`config.mk`:
```
export PLATFORM = sky130hd
export DESIGN_NAME = pgx_guard
export DESIGN_NICKNAME = d
export VERILOG_FILES = /design/src/rtl/pgx_pkg.sv /design/src/rtl/pgx_table.sv /design/src/rtl/pgx_check.sv /design/src/rtl/pgx_resp.sv /design/src/rtl/pgx_guard.sv
export SDC_FILE = /design/constraint.sdc
export NUM_CORES = 1
export LEC_CHECK = 0
export ABC_AREA = 1
export BUFFER_PORTS_ARGS = -buffer_cell sky130_fd_sc_hd__buf_4
export CORE_MARGIN = 2
export CORE_UTILIZATION = 41
export CTS_BUF_LIST = sky130_fd_sc_hd__clkbuf_4
export CTS_CLUSTER_SIZE = 20
export DETAILED_ROUTE_END_ITERATION = 6
export SYNTH_ARGS = -nofsm -noshare
export SYNTH_HDL_FRONTEND = slang
export SYNTH_SLANG_ARGS = --single-unit
```
`constraint.sdc`:
```
create_clock -name clk -period 2.1 [get_ports clk]
set_input_delay 0.42 -clock clk [delete_from_list [all_inputs] [get_ports clk]]
set_output_delay 0.42 -clock clk [all_outputs]
set_load 0.01 [all_outputs]
```
`src/rtl/pgx_pkg.sv`:
```
package pgx_pkg;

   typedef enum logic [1:0] {
      ACC_RD  = 2'b00,
      ACC_WR  = 2'b01,
      ACC_EX  = 2'b10,
      ACC_RSV = 2'b11
   } acc_e;

   typedef enum logic [1:0] {
      TRAP_NONE = 2'b00,
      TRAP_LEN  = 2'b01,
      TRAP_ABS  = 2'b10,
      TRAP_PERM = 2'b11
   } trap_e;

   // flag nibble sits directly above the frame field in an entry
   localparam int unsigned FLG_X   = 0;
   localparam int unsigned FLG_W   = 1;
   localparam int unsigned FLG_R   = 2;
   localparam int unsigned FLG_V   = 3;
   localparam int unsigned FLG_CNT = 4;

endpackage

```
`src/rtl/pgx_table.sv`:
```
module pgx_table
   import pgx_pkg::*;
#(
   parameter int unsigned PN_W        = 3,
   parameter int unsigned FRAME_W     = 4,
   parameter bit          KEEP_BODIES = 1'b0,
   localparam int unsigned ENTRIES    = 1 << PN_W,
   localparam int unsigned ENTRY_W    = FRAME_W + FLG_CNT
)(
   input  logic               clk,
   input  logic               rst_n,
   input  logic               wr_en,
   input  logic               wr_len,
   input  logic [PN_W-1:0]    wr_idx,
   input  logic [ENTRY_W-1:0] wr_data,
   input  logic [PN_W-1:0]    rd_idx,
   output logic               rd_vld,
   output logic [2:0]         rd_perm,
   output logic [FRAME_W-1:0] rd_frame,
   output logic [PN_W:0]      len_q
);

   localparam int unsigned BODY_W = FRAME_W + 3;

   logic [ENTRIES-1:0] vld_q;
   logic [BODY_W-1:0]  body_q [ENTRIES];

   // length register
   always_ff @(posedge clk or negedge rst_n) begin
      if (!rst_n)
         len_q <= '0;
      else if (wr_en && wr_len)
         len_q <= wr_data[PN_W:0];
   end

   for (genvar gi = 0; gi < ENTRIES; gi++) begin : g_ent
      logic hit;
      assign hit = wr_en && !wr_len && (wr_idx == PN_W'(gi));

      always_ff @(posedge clk or negedge rst_n) begin
         if (!rst_n)
            vld_q[gi] <= 1'b0;
         else if (hit)
            vld_q[gi] <= wr_data[FRAME_W + FLG_V];
      end

      if (KEEP_BODIES) begin : g_keep
         always_ff @(posedge clk) begin
            if (hit)
               body_q[gi] <= wr_data[BODY_W-1:0];
         end
      end else begin : g_clear
         always_ff @(posedge clk or negedge rst_n) begin
            if (!rst_n)
               body_q[gi] <= '0;
            else if (hit)
               body_q[gi] <= wr_data[BODY_W-1:0];
         end
      end
   end

   logic [BODY_W-1:0] rd_body;
   assign rd_body  = body_q[rd_idx];
   assign rd_vld   = vld_q[rd_idx];
   assign rd_frame = rd_body[FRAME_W-1:0];
   assign rd_perm  = {rd_body[FRAME_W + FLG_R],
                      rd_body[FRAME_W + FLG_W],
                      rd_body[FRAME_W + FLG_X]};

endmodule

```
`src/rtl/pgx_check.sv`:
```
module pgx_check
   import pgx_pkg::*;
#(
   parameter int unsigned PN_W    = 3,
   parameter int unsigned OFF_W   = 11,
   parameter int unsigned FRAME_W = 4,
   localparam int unsigned PA_W   = FRAME_W + OFF_W
)(
   input  logic [PN_W-1:0]    page,
   input  logic [OFF_W-1:0]   offset,
   input  logic [1:0]         kind,
   input  logic               ent_vld,
   input  logic [2:0]         ent_perm,
   input  logic [FRAME_W-1:0] ent_frame,
   input  logic [PN_W:0]      len,
   output logic               ok,
   output logic [1:0]         cause,
   output logic [PA_W-1:0]    paddr
);

   logic beyond;
   logic allowed;

   assign beyond = ({1'b0, page} >= len);

   always_comb begin
      unique case (kind)
         ACC_RD:  allowed = ent_perm[2];
         ACC_WR:  allowed = ent_perm[1];
         ACC_EX:  allowed = ent_perm[0];
         default: allowed = 1'b0;
      endcase
   end

   always_comb begin
      if (beyond)
         cause = TRAP_LEN;
      else if (!ent_vld)
         cause = TRAP_ABS;
      else if (!allowed)
         cause = TRAP_PERM;
      else
         cause = TRAP_NONE;
   end

   assign ok    = (cause == TRAP_NONE);
   assign paddr = ok ? {ent_frame, offset} : '0;

endmodule

```
`src/rtl/pgx_resp.sv`:
```
module pgx_resp #(
   parameter int unsigned PA_W = 15
)(
   input  logic            clk,
   input  logic            rst_n,
   input  logic            fire,
   input  logic            ok_d,
   input  logic [1:0]      cause_d,
   input  logic [PA_W-1:0] paddr_d,
   output logic            done_q,
   output logic            ok_q,
   output logic            trap_q,
   output logic [1:0]      cause_q,
   output logic [PA_W-1:0] paddr_q
);

   always_ff @(posedge clk or negedge rst_n) begin
      if (!rst_n) begin
         done_q  <= 1'b0;
         ok_q    <= 1'b0;
         trap_q  <= 1'b0;
         cause_q <= '0;
         paddr_q <= '0;
      end else begin
         done_q <= fire;
         if (fire) begin
            ok_q    <= ok_d;
            trap_q  <= !ok_d;
            cause_q <= cause_d;
            paddr_q <= paddr_d;
         end
      end
   end

endmodule

```
`src/rtl/pgx_guard.sv`:
```
module pgx_guard
   import pgx_pkg::*;
#(
   parameter int unsigned LA_W        = 14,
   parameter int unsigned OFF_W       = 11,
   parameter int unsigned FRAME_W     = 4,
   parameter bit          KEEP_BODIES = 1'b0,
   localparam int unsigned PN_W       = LA_W - OFF_W,
   localparam int unsigned PA_W       = FRAME_W + OFF_W,
   localparam int unsigned ENTRY_W    = FRAME_W + FLG_CNT
)(
   input  logic               clk,
   input  logic               rst_n,
   input  logic               cfg_we,
   input  logic               cfg_len,
   input  logic [PN_W-1:0]    cfg_idx,
   input  logic [ENTRY_W-1:0] cfg_data,
   input  logic               req_valid,
   input  logic [LA_W-1:0]    req_addr,
   input  logic [1:0]         req_kind,
   output logic               rsp_done,
   output logic               rsp_ok,
   output logic [PA_W-1:0]    rsp_paddr,
   output logic               rsp_trap,
   output logic [1:0]         rsp_cause
);

   if (OFF_W < 1 || OFF_W >= LA_W) begin : g_bad_off
      $error("pgx_guard: OFF_W must lie between 1 and LA_W-1");
   end
   if (PN_W > 8) begin : g_bad_pn
      $error("pgx_guard: page table too large for a flop table");
   end
   if (PN_W + 1 > ENTRY_W) begin : g_bad_len
      $error("pgx_guard: length value does not fit the config word");
   end
   if (FRAME_W < 1) begin : g_bad_frame
      $error("pgx_guard: FRAME_W must be at least 1");
   end

   logic [PN_W-1:0]    page;
   logic [OFF_W-1:0]   offset;
   logic               ent_vld;
   logic [2:0]         ent_perm;
   logic [FRAME_W-1:0] ent_frame;
   logic [PN_W:0]      len_q;
   logic               chk_ok;
   logic [1:0]         chk_cause;
   logic [PA_W-1:0]    chk_paddr;

   assign page   = req_addr[LA_W-1:OFF_W];
   assign offset = req_addr[OFF_W-1:0];

   pgx_table #(
      .PN_W        (PN_W),
      .FRAME_W     (FRAME_W),
      .KEEP_BODIES (KEEP_BODIES)
   ) u_table (
      .clk      (clk),
      .rst_n    (rst_n),
      .wr_en    (cfg_we),
      .wr_len   (cfg_len),
      .wr_idx   (cfg_idx),
      .wr_data  (cfg_data),
      .rd_idx   (page),
      .rd_vld   (ent_vld),
      .rd_perm  (ent_perm),
      .rd_frame (ent_frame),
      .len_q    (len_q)
   );

   pgx_check #(
      .PN_W    (PN_W),
      .OFF_W   (OFF_W),
      .FRAME_W (FRAME_W)
   ) u_check (
      .page      (page),
      .offset    (offset),
      .kind      (req_kind),
      .ent_vld   (ent_vld),
      .ent_perm  (ent_perm),
      .ent_frame (ent_frame),
      .len       (len_q),
      .ok        (chk_ok),
      .cause     (chk_cause),
      .paddr     (chk_paddr)
   );

   pgx_resp #(
      .PA_W (PA_W)
   ) u_resp (
      .clk     (clk),
      .rst_n   (rst_n),
      .fire    (req_valid),
      .ok_d    (chk_ok),
      .cause_d (chk_cause),
      .paddr_d (chk_paddr),
      .done_q  (rsp_done),
      .ok_q    (rsp_ok),
      .trap_q  (rsp_trap),
      .cause_q (rsp_cause),
      .paddr_q (rsp_paddr)
   );

endmodule

```
# Word level (Yosys, flattened, before mapping)
# Cells that the tools add are included.
[word_totals] in_bits=32 out_inout_bits=20 register_bits=88
[op_classes] magnitude_cmp=3 bitwise=1 mux=10 n_eq_ne=9 n_reduce_logical=15
[ops] cell="binary-select mux 7 bit (select 3 bit)" n=1
[ops] cell="two-way mux 15 bit" n=1
[ops] cell="two-way mux 7 bit" n=2
[ops] cell="equality test 3 bit, second input constant" n=4
[ops] cell="logical AND 1 bit" n=10
[ops] cell="equality test 3 x 2 -> 1 bit, second input constant" n=2
[ops] cell="two-way mux 2 bit" n=3
[ops] cell="greater-or-equal comparator 3 x 4 -> 1 bit" n=1
[ops] cell="greater-or-equal comparator 4 bit, second input constant" n=1
[ops] cell="logical NOT 2 bit" n=2
[ops] cell="< comparator 3 x 4 -> 1 bit, second input constant" n=1
[ops] cell="inverter 3 -> 4 bit" n=1
[ops] cell="binary-select mux 1 bit (select 3 bit)" n=1
[ops] cell="equality test 3 x 1 -> 1 bit, second input constant" n=1
[ops] cell="logical NOT 3 bit" n=1
[ops] cell="one-hot mux 1 bit (3 select lines)" n=1
[ops] cell="equality test 2 x 1 -> 1 bit, second input constant" n=1
[ops] cell="equality test 2 bit, second input constant" n=1
[ops] cell="logical NOT 1 bit" n=2
[ops] cell="two-way mux 1 bit" n=1

# Depth between registers and ports, before layout
[logic_depth] ltp_word=10 mapped_depth=12 mapped_depth_nobuf=10

# Cells and area by module
# A second synthesis with hierarchy kept.
[hier_totals] hier_cells=604 area_unflattened_um2=4635.7
[by_module_without_submodules] mod="pgx_table" area_each_um2=3524.6 n_inst=1 cells_per_inst=455 seq_area_each_um2=1701.6
[by_module_without_submodules] mod="pgx_resp" area_each_um2=767.0 n_inst=1 cells_per_inst=82 seq_area_each_um2=500.5
[by_module_without_submodules] mod="pgx_check" area_each_um2=344.1 n_inst=1 cells_per_inst=67 seq_area_each_um2=0.0

# Worst setup path after synthesis
# No wires, ideal clock.
[synth_timing] path_type="input -> register" from="in req_addr[11]" to="reg u_resp.paddr_q[1]" setup_ns=0.066 path_buffers=4 required_ns=2.034 t_arrival_ns=1.921 stages=12 slack_ns=0.113 cell_sequence="buf_6 > inv_6 > buf_4 > buf_2 > ha_1 > nor2_1 > o211ai_1 > nand3_1 > nor2_2 > buf_2 > nand4_1 > nand2_1"
[synth_between] elab_chain_len=10
[synth_rtl] element="from (decl)" line="pgx_guard.sv:19" source="input logic [LA_W-1:0] req_addr,"
[synth_rtl] element="inverter 3 -> 4 bit (implied by the code)" line="pgx_table.sv:63" source="assign rd_body = body_q[rd_idx];"
[synth_rtl] element="binary-select mux 7 bit (select 3 bit)" line="pgx_table.sv:63"
[synth_rtl] element="two-way mux 7 bit (implied by the code) (2 in series)" line="pgx_table.sv:63"
[synth_rtl] element="one-hot mux 1 bit (3 select lines)" line="pgx_check.sv:27" source="unique case (kind)"
[synth_rtl] element="two-way mux 2 bit" line="pgx_check.sv:40" source="else if (!allowed)"
[synth_rtl] element="two-way mux 2 bit" line="pgx_check.sv:38" source="else if (!ent_vld)"
[synth_rtl] element="two-way mux 2 bit (*)" line="pgx_check.sv:36" source="if (beyond)"
[synth_rtl] element="logical NOT 2 bit (*)" line="pgx_check.sv:46" source="assign ok = (cause == TRAP_NONE);"
[synth_rtl] element="two-way mux 15 bit (*)" line="pgx_check.sv:47" source="assign paddr = ok ? {ent_frame, offset} : '0;"
[synth_rtl] element="to (signal assigned)" line="pgx_resp.sv:30" source="paddr_q <= paddr_d;"
[synth_rtl] element="to (decl)" line="pgx_resp.sv:14" source="output logic [PA_W-1:0] paddr_q"
# Mark *: on every way between the ends. The rest lies on a longest branch, timed or not. The select of a mux whose other input is x is not followed.
# A chain may end at the register's enable or synchronous reset.

# Worst setup path after layout
[layout_timing] from="reg u_table.len_q[1]" to="reg u_resp.paddr_q[5]"
[layout_between] elab_chain_len=4
[layout_rtl] element="from (decl)" line="pgx_table.sv:20" source="output logic [PN_W:0] len_q"
[layout_rtl] element="from (signal assigned)" line="pgx_table.sv:33" source="len_q <= wr_data[PN_W:0];"
[layout_rtl] element="greater-or-equal comparator 3 x 4 -> 1 bit" line="pgx_check.sv:24" source="assign beyond = ({1'b0, page} >= len);"
[layout_rtl] element="two-way mux 2 bit" line="pgx_check.sv:36"
[layout_rtl] element="logical NOT 2 bit" line="pgx_check.sv:46"
[layout_rtl] element="two-way mux 15 bit" line="pgx_check.sv:47"
# Every way passes these cells.

==> summary.md <==
The flow ran to the end, and the final reports show no timing, DRC or antenna violations. The worst setup timing slack at the placement stage came out at 260.5 ps. The critical setup path kind was flip-flop to flip-flop. Of the total power, the share spent switching nets is 28.98%. The number of setup buffers added after CTS is 0. The tools report the root buffer cell as clkbuf_4. The half-perimeter wire length of the detailed placement result was 6634 um. For the post-synth net total, the log shows 512. The maximum fanout along the worst path came out at 11. In the final layout, the share of cells above drive strength 1 is 17.50%. The total wire length after detailed routing is 9715 um. Registers are responsible for 54.4% of the overall power. The floorplan step defined a die boundary enclosing 0.01061 mm^2. The tools report the standby leakage power as 2.351 nW. Setup repair after global routing left no endpoint under its margin.

The run gives 19.90% as the global-route total usage across every layer. In this run the power density over the cells is 838.3 mW/mm^2. The number of hold violations in the final report was 0; the share of Yosys cell area claimed by the top area cell type was 54.79%. For the distinct cell type count after synthesis, the log shows 24.

The tools report the placeable core area as 0.009639 mm^2. The initial utilization of the core area, before any placement, comes to 41.69%. Share of the clock period used by the worst path: 79.28%. The number of antenna diodes in the final layout is 0.

Ranked by instance count, the synthesized netlist is headed by 149 x nand2_1, 88 x dfrtp_1, 60 x o21ai_0. The tools report the number of buffers on the longest clock path as 2. Number of global-route vias before repair: 3200.

After layout, the minimum clock period comes to 1665 ps. STA classifies the critical path startpoint as a flip-flop. Peak ir drop on the vdd network: 0.2951 mV. The dominant synthesized flop cell was dfrtp_1. The max-capacitance violation count is 0, and the post-synthesis area per instance is 8.425 um^2. The final route contains 3352 vias. After clock tree synthesis, the clock-pin slew on the worst setup and hold paths is 130 ps. The required time at the worst-slack endpoint was 2490 ps; the final number of max-transition violations was 0.

Clock buffer count from CTS: 9. The tools report the worst-skew pair later-pin latency as 450 ps. The type of element capturing the critical path was a flip-flop.

The tools report the register area as 0.002202 mm^2. Based on the critical path, the design can be clocked at up to 600.6 MHz. The number of cells produced by synthesis was 477. Counting flops and latches in the post-synthesis netlist gives 88.

The detailed router finished its first iteration with 147 violations. Width of the chip: 103.0 um. The most instantiated library cell after synthesis is nand2_1. The Yosys step of the flow raised 0 warnings.

Dividing the detail-routed via count by the number of cells gives 5.003. The first-pass GRT wire length is 16040 um. By area the synthesized netlist is led by dfrtp_1 55%, nand2_1 14%, o21ai_0 7.5%.

In this run, synthesis inferred 0 flip-flops with an integrated enable. The number of remaining DRC errors is 0, and the async set-or-reset flop fraction in the synthesized netlist is 100.0%. The H-tree generated during clock tree synthesis spans 3 levels.

For the final-report setup violation count, the log shows 0. For this design the top-level I/O count stands at 52. After synthesis the cells add up to 0.004019 mm^2. Of the total power, combinational logic draws 18.9%.

The clock network power share was 26.7%; the sum of negative setup slack was 0 ps. Once layout is complete, the utilization of the core stands at 48.81%. Including well taps, the total number of placed cells is 653. Summing all multi-input logic gate instances after layout gives 0.001546 mm^2. After the last flow step, the layout net total stands at 567. Among all stages on the critical path, the largest delay is contributed by dfrtp_1.

Floorplan row count: 36. For the number of fill cells, the log shows 1001. TritonCTS built the clock tree. The maximum cell stage delay along the critical path came out at 370 ps. In this run the tightest slew margin relative to its limit is 64.56%.

The port buffer count came out at 51. STA puts the critical path data arrival time at 2060 ps. After synthesis, flip-flops and latches occupy 54.79% of the total area. The growth of design area from synthesis to finish is 17.06%, and the count of cells resized by post-cts repair is 0. Counting every sink on the clock net gives 88.

At the pin with the least slew margin, the transition time is 530.4 ps. Across all hold checks on the routed design, the worst slack comes to 116.1 ps. The internal power of the cells totals 2.801 mW.

Entering global routing, the biggest net connects 59 pins. The congestion estimate from routability-driven global placement came to 0.7856. The count of nets left with antenna violations once routing finished came out at 0. The largest clock skew in the final design is 14.35 ps. Walking the worst path, the cells encountered are inv_1 -> ha_1 -> inv_1 -> nor2_1 -> o211ai_1 -> nand3_1 -> nor2_2 -> buf_4 -> nand4_1 -> nand2_1. The worst path meets setup with 435.1 ps of slack. The path class of the tightest hold or removal check is input port to flip-flop. The number of iterations in the first detailed-routing pass came out at 5.

The cell that appears most often on the critical path is inv_1. After detailed routing, the average wire length per cell comes to 14.50 um. The global-route congestion overflow total was 0; the die outline height was 103.0 um.

The initial antenna violation count is 0, and the final cell count without fillers is 670. Of all cell types, the one taking the most synthesized area is dfrtp_1. The run gives 1.143 mW as the switching power.
==> metal layers <==
metal,global-route usage (%),part of all wire (%)
met4,7.895,2.0
met1,28.29,48
met3,4.203,5.4
met2,29.82,44
met5,0,0
==> placed cells by master, fill, tap and decap left out, types with 2 or more instances in the layout <==
cell type  count
nand2_1      149
dfrtp_1       88
buf_4         65
o21ai_0       60
nand3_1       44
inv_1         26
a21oi_1       25
nor2_1        23
nand4_1       17
clkbuf_4      11
nand2_2        5
clkinv_1       4
nor2_2         3
ha_1           3
inv_2          2
nor3_2         2
o21ai_1        2
bufinv_16      2
==> kinds of logic (layout without fill, tap and decap cells) <==
logic type	after synthesis	count (layout)	share of synthesized area [%]
flip-flops	88	88	54.79
buffers and inverters	53	113	6.725
adder cells (fa/ha/maj)	3	3	0.9341
AND/OR/NAND/NOR	245	245	26.53
AO/OA/AOI/OAI	88	88	11.02
==> final timing paths <==
kind	start	end	slack, ps	cells after the start
hold / removal	req_valid	u_resp.done_q	120	1
setup reg to reg	u_table.len_q[1]	u_resp.paddr_q[5]	440	10
hold reg to reg	u_resp.paddr_q[13]	u_resp.paddr_q[13]	500	2
max in group asynchronous	rst_n	u_table.body_q[44]	1270	3
setup / recovery	u_table.len_q[1]	u_resp.paddr_q[5]	440	10
min in group asynchronous	rst_n	u_resp.paddr_q[13]	470	3
==> area by class of cell <==
class	count	share of cell area [%]
Sequential cell	88	46.81
Tap cell	133	3.537
Multi-Input combinational cell	336	32.87
Clock inverter	5	1.516
Clock buffer	11	1.755
Inverter	30	2.500
Timing Repair Buffer	67	11.01
==> registers in the layout (all words and copies together) (netlist names) <==
register and count:
u_table.body_q 56, u_resp.paddr_q 15, u_table.vld_q 8, u_table.len_q 4, u_resp.cause_q 2, u_resp.done_q 1
u_resp.ok_q 1, u_resp.trap_q 1
==> power groups by stage <==
stage / combinational, mW / sequential [mW] / clock [mW]
5_1_grt: 0.877 / 2.18 / 1.15
4_1_cts: 0.756 / 2.14 / 1.08
2_1_floorplan: 0.498 / 2.15 / 0
3_5_place_dp: 0.753 / 2.18 / 0
6_report: 0.744 / 2.15 / 1.05
3_3_place_gp: 0.735 / 2.17 / 0
==> worst max-delay path, delay by kind of cell (launching register included) <==
| kind | cells | cell delay, ps |
|---|---|---|
| buf+inv | 3 | 310 |
| flops | 1 | 370 |
| fa+ha+maj | 1 | 280 |
| compound gates | 1 | 160 |
| simple gates | 5 | 500 |
==> through the flow <==
stage | total power [mW] | instance area (um^2)
after floorplan | 2.648 | 4019
after global placement | 2.905 | 4541
after detailed placement | 2.931 | 4541
after CTS | 3.981 | 4705
after global routing | 4.206 | 4705
final | 3.944 | 4705
==> timing repair <==
| action | 4_1_cts | 5_1_grt |
|---|---|---|
| hold buffers | 1 | 0 |
| endpoints found under the setup margin | 0 | 0 |
| endpoints found under the hold margin | 59 | 0 |
Power figures use the tool's default switching activity.
